## src/rtl/mdf_pkg.sv

```systemverilog
package mdf_pkg;
    typedef enum logic [0:0] {
        GATE_OPEN   = 1'b0,
        GATE_LISTEN = 1'b1
    } gate_state_t;

    typedef enum logic [2:0] {
        MV_HOLD,
        MV_ADDR_HIT,
        MV_ADDR_MISS,
        MV_HOST_ARM,
        MV_HOST_OPEN
    } gate_move_t;
endpackage

```

## src/rtl/mdf_addr_match.sv

```systemverilog
module mdf_addr_match #(
    parameter int DATA_W = 8
) (
    input  logic [DATA_W-1:0] char_in,
    input  logic [DATA_W-1:0] node_addr,
    input  logic [DATA_W-1:0] node_mask,
    output logic              hit
);
    logic [DATA_W-1:0] given_ok;
    logic [DATA_W-1:0] bcast_ok;
    logic [DATA_W-1:0] bcast_pat;

    for (genvar i = 0; i < DATA_W; i++) begin : g_bit
        // masked compare: mask 0 is don't-care
        assign given_ok[i]  = ~node_mask[i] | (char_in[i] == node_addr[i]);
        // broadcast: positions set in addr|mask must be 1
        assign bcast_pat[i] = node_addr[i] | node_mask[i];
        assign bcast_ok[i]  = ~bcast_pat[i] | char_in[i];
    end

    assign hit = (&given_ok) | (&bcast_ok);
endmodule

```

## src/rtl/mdf_gate_fsm.sv

```systemverilog
module mdf_gate_fsm
    import mdf_pkg::*;
(
    input  logic        clk,
    input  logic        rst_n,
    input  logic        mode_en,
    input  logic        auto_en,
    input  logic        host_wr,
    input  logic        host_val,
    input  logic        rx_valid,
    input  logic        rx_tag,
    input  logic        hit,
    output gate_state_t state,
    output logic        gate_flag
);
    gate_state_t state_q, state_d;
    gate_move_t  move;
    logic        auto_addr_evt;

    assign auto_addr_evt = rx_valid & mode_en & auto_en & rx_tag;

    always_comb begin
        move = MV_HOLD;
        if (host_wr) begin
            move = host_val ? MV_HOST_ARM : MV_HOST_OPEN;
        end else if (auto_addr_evt) begin
            if (state_q == GATE_LISTEN && hit)
                move = MV_ADDR_HIT;
            else if (state_q == GATE_OPEN && !hit)
                move = MV_ADDR_MISS;
        end
    end

    always_comb begin
        state_d = state_q;
        unique case (move)
            MV_HOLD:      state_d = state_q;
            MV_ADDR_HIT:  state_d = GATE_OPEN;
            MV_ADDR_MISS: state_d = GATE_LISTEN;
            MV_HOST_ARM:  state_d = GATE_LISTEN;
            MV_HOST_OPEN: state_d = GATE_OPEN;
            default:      state_d = state_q;
        endcase
    end

    always_ff @(posedge clk) begin
        if (!rst_n)
            state_q <= GATE_LISTEN;
        else
            state_q <= state_d;
    end

    always_comb begin
        state = state_q;
        unique case (state_q)
            GATE_LISTEN: gate_flag = 1'b1;
            GATE_OPEN:   gate_flag = 1'b0;
            default:     gate_flag = 1'b1;
        endcase
    end
endmodule

```

## src/rtl/mdf_deliver.sv

```systemverilog
module mdf_deliver
    import mdf_pkg::*;
#(
    parameter int DATA_W = 8
) (
    input  logic              clk,
    input  logic              rst_n,
    input  logic              mode_en,
    input  logic              auto_en,
    input  gate_state_t       state,
    input  logic              hit,
    input  logic              rx_valid,
    input  logic [DATA_W-1:0] rx_data,
    input  logic              rx_tag,
    output logic              out_valid,
    output logic [DATA_W-1:0] out_data,
    output logic              out_tag
);
    logic pass;

    always_comb begin
        pass = 1'b1;
        if (mode_en) begin
            unique case (state)
                GATE_LISTEN: pass = rx_tag & (~auto_en | hit);
                GATE_OPEN:   pass = ~(auto_en & rx_tag & ~hit);
                default:     pass = 1'b0;
            endcase
        end
    end

    always_ff @(posedge clk) begin
        if (!rst_n) begin
            out_valid <= 1'b0;
            out_data  <= '0;
            out_tag   <= 1'b0;
        end else begin
            out_valid <= rx_valid & pass;
            if (rx_valid) begin
                out_data <= rx_data;
                out_tag  <= rx_tag;
            end
        end
    end
endmodule

```

## src/rtl/mdrop_addr_filter.sv

```systemverilog
module mdrop_addr_filter
    import mdf_pkg::*;
#(
    parameter int DATA_W = 8
) (
    input  logic              clk,
    input  logic              rst_n,
    input  logic              cfg_mode_en,
    input  logic              cfg_auto_en,
    input  logic [DATA_W-1:0] cfg_node_addr,
    input  logic [DATA_W-1:0] cfg_node_mask,
    input  logic              host_gate_wr,
    input  logic              host_gate_val,
    input  logic              rx_valid,
    input  logic [DATA_W-1:0] rx_data,
    input  logic              rx_tag,
    output logic              out_valid,
    output logic [DATA_W-1:0] out_data,
    output logic              out_tag,
    output logic              gate_flag
);
    logic        hit;
    gate_state_t state;

    mdf_addr_match #(.DATA_W(DATA_W)) u_match (
        .char_in   (rx_data),
        .node_addr (cfg_node_addr),
        .node_mask (cfg_node_mask),
        .hit       (hit)
    );

    mdf_gate_fsm u_gate (
        .clk       (clk),
        .rst_n     (rst_n),
        .mode_en   (cfg_mode_en),
        .auto_en   (cfg_auto_en),
        .host_wr   (host_gate_wr),
        .host_val  (host_gate_val),
        .rx_valid  (rx_valid),
        .rx_tag    (rx_tag),
        .hit       (hit),
        .state     (state),
        .gate_flag (gate_flag)
    );

    mdf_deliver #(.DATA_W(DATA_W)) u_deliver (
        .clk       (clk),
        .rst_n     (rst_n),
        .mode_en   (cfg_mode_en),
        .auto_en   (cfg_auto_en),
        .state     (state),
        .hit       (hit),
        .rx_valid  (rx_valid),
        .rx_data   (rx_data),
        .rx_tag    (rx_tag),
        .out_valid (out_valid),
        .out_data  (out_data),
        .out_tag   (out_tag)
    );
endmodule

```

## config.mk

```make
export PLATFORM = sky130hd
export DESIGN_NAME = mdrop_addr_filter
export DESIGN_NICKNAME = d
export VERILOG_FILES = /design/src/rtl/mdf_pkg.sv /design/src/rtl/mdf_addr_match.sv /design/src/rtl/mdf_gate_fsm.sv /design/src/rtl/mdf_deliver.sv /design/src/rtl/mdrop_addr_filter.sv
export SDC_FILE = /design/constraint.sdc
export NUM_CORES = 1
export LEC_CHECK = 0
export ABC_AREA = 1
export BUFFER_PORTS_ARGS = -buffer_cell sky130_fd_sc_hd__buf_2
export CAP_MARGIN = 0
export CORE_UTILIZATION = 44
export DETAILED_ROUTE_END_ITERATION = 8
export PLACE_DENSITY_LB_ADDON = 0.05
export SLEW_MARGIN = 20
export SYNTH_ARGS = -nofsm -noshare
export SYNTH_HDL_FRONTEND = slang
export SYNTH_HIERARCHICAL = 1
export SYNTH_SLANG_ARGS = --single-unit
```

## constraint.sdc

```tcl
create_clock -name clk -period 1.8 [get_ports clk]
set_input_delay 0.09 -clock clk [delete_from_list [all_inputs] [get_ports clk]]
set_output_delay 0.09 -clock clk [all_outputs]
set_load 0.05 [all_outputs]
```

==> out/results.tsv <==
metric	value	unit
Clock Path Buffers	2	
beginning of the worst register-to-register path	u_deliver/out_data[2]	
vias	878	
number of max-cap violations	0	
buffer count from post-CTS setup fixing	0	
Int Pwr	0.4130	mW
Congestion Overflow GR	0	
CP Depth	1	
gr usage total	22.08	%
Synth area leader	dfxtp_1	
I/O pins	43	
CP endpoint	gate_flag	
layout overhead on the synthesized area	34.24	%
clk sinks	11	
critical path cell sequence	buf_2	
top cells by area, synth	dfxtp_1 (32%), nand2_1 (18%), nor2_1 (14%)	
hpwl dp	1406	um
num rows	13	
Worst R2R Setup Slack	1.11	ns
DRT Pass-1 Iters	4	
number of library cell types mapped by synthesis	14	
Syn. warnings	6	
Sum Neg Setup Slack	0	ns
post-route ant nets	0	
CP max stage cell	dfxtp_1	
die width	41.62	um
first-pass GRT wire length	3042	um
Hold Buf Count CTS	0	
Post-Syn Area per Cell	5.708	sq um
maximum clock frequency	1045	MHz
status	complete, no violations	
Die H	41.62	um
#FFs+latches synth	11	
initial antenna violation count	0	
Hold Vio Cnt, Final	0	
Synthesized Nets	153	
combinational power share	32.1	%
critical path capture point type	output port	
Reg clk slew, reported paths	0.07	ns
critical path class	flip-flop to output port	
max-slew headroom at the worst pin	83.03	%
Root Driver	clkbuf_4	
GP Congestion	0.7128	
Gate Count Post-Synth	121	
Critical Path Source Type	flip-flop	
Initial Util	49.95	%
CTS H-tree lvls	1	
fin cells	180	
share of cells above drive strength 1	28.48	%
Crit path max-delay family	flip-flops	
Total Power	0.6345	mW
Fin Clk Skew	0.001610	ns
Post-Syn Area	690.7	sq um
total CTS buffers	3	
Die Footprint	0.001732	sq mm
setup violators final	0	
DR DRC count	0	
Net Sw Frac	34.91	%
core area	0.001383	sq mm
r2r endpoint	u_deliver/out_data[2]	
Leak	0.5675	nW
post-cts resize count	0	
Slew @ Worst Pin	0.2563	ns
Worst Setup SP	u_gate/state	
CP arrival	0.87	ns
vias in the first global route	779	
fin nets	198	
worst hold-check path type	input pin to flip-flop	
Crit path largest cell delay	0.34	ns
sequential share of the synthesized area	31.88	%
CP required	1.71	ns
worst-case vdd ir drop	437.1	uV
buffers added on ports	42	
sequential power share	42.1	%
Sw Pwr	0.2215	mW
via density per instance	4.878	
fill cell count	145	
Synth top area share	31.88	%
Final Routed Wirelength	1776	um
Avg WL per Cell	9.867	um
worst skew pair latency	0.26	ns
RSZ-0062 raised after global routing	no	
worst-case reg-to-reg path depth	2	
ant diodes	0	
crit path buf inv count	1	
First DRT Iteration DRCs	21	
crit share post-route	53.16	%
PwrDens	684.4	mW/mm^2
Clock Power Share	25.8	%
fin. max-slew vios	0	
CP max FO	3	
largest net degree at the start of global routing	13	
Final min period	0.9569	ns
placed insts	176	
CTS tree	done	
[power groups by stage]
stage / clock (mW) / sequential [mW] / combinational (mW)
2_1_floorplan: 0 / 0.331 / 0.0707
3_3_place_gp: 0 / 0.272 / 0.197
3_5_place_dp: 0 / 0.273 / 0.202
4_1_cts: 0.169 / 0.267 / 0.203
5_1_grt: 0.181 / 0.270 / 0.225
6_report: 0.163 / 0.267 / 0.204
[synthesized netlist by cell type, drive strengths merged]
cell / instances
a21oi: 1
o21bai: 1
inv: 20
buf: 2
dfxtp: 11
nand2: 34
o21ai: 17
a21boi: 1
nand3: 9
nor2: 25
[kinds of logic after synthesis]
family | count (synthesis) | synth area share (%)
buf+inv | 22 | 13.59
compound gates | 20 | 15.22
flops | 11 | 31.88
simple gates | 68 | 39.31
[cells in the final DEF, fill, tap and decap left out, drive strengths merged]
master,count
inv,20
o21ai,17
o21bai,1
dfxtp,11
a21oi,1
a21boi,1
clkbuf,4
nand3,9
nand2,34
nor2,25
buf,42
[sequential cells by signal, summed over array words and instances, names as in the netlist]
name	flops
u_deliver/out_tag	1
u_deliver/out_data	8
u_deliver/out_valid	1
u_gate/state	1
[how the worst min path moves through the flow]
stage	startpoint	to	cells past startpoint
final	host_gate_val	u_gate/state	3
after global routing	host_gate_val	u_gate/state	3
after CTS	host_gate_val	u_gate/state	3
after detailed placement	host_gate_val	u_gate/state	3
after global placement	host_gate_val	u_gate/state	3
after floorplan	rst_n	u_deliver/out_valid	2
[per-stage QoR]
stage	area, sq um	hold WS (ns)	util [%]	setup WS (ns)
floorplan	690.7	0.2128	-	0.7218
CTS	927.1	0.04097	67.06	0.8316
detailed placement	900.9	0.3215	65.16	0.7936
global placement	900.9	0.3120	65.16	0.8411
global route	927.1	0.05783	67.06	0.7874
finish	927.1	0.05279	67.06	0.8431
[layout make-up]
| type | count | area (sq um) | share of cell area [%] |
|---|---|---|---|
| sequential | 11 | 220.2 | 23.75 |
| multi-input combinational | 88 | 376.6 | 40.62 |
| clock buffer | 4 | 26.28 | 2.834 |
| tap | 15 | 18.77 | 2.024 |
| inverter | 20 | 75.07 | 8.097 |
| timing repair buffer | 42 | 210.2 | 22.67 |
[per-layer routing]
layer	global-route usage, %	part of all wire (%)
met1	25.14	43
met2	40.00	50
met3	6.957	6.4
met4	4.516	0
met5	0	0
Power figures use the tool's default switching activity.
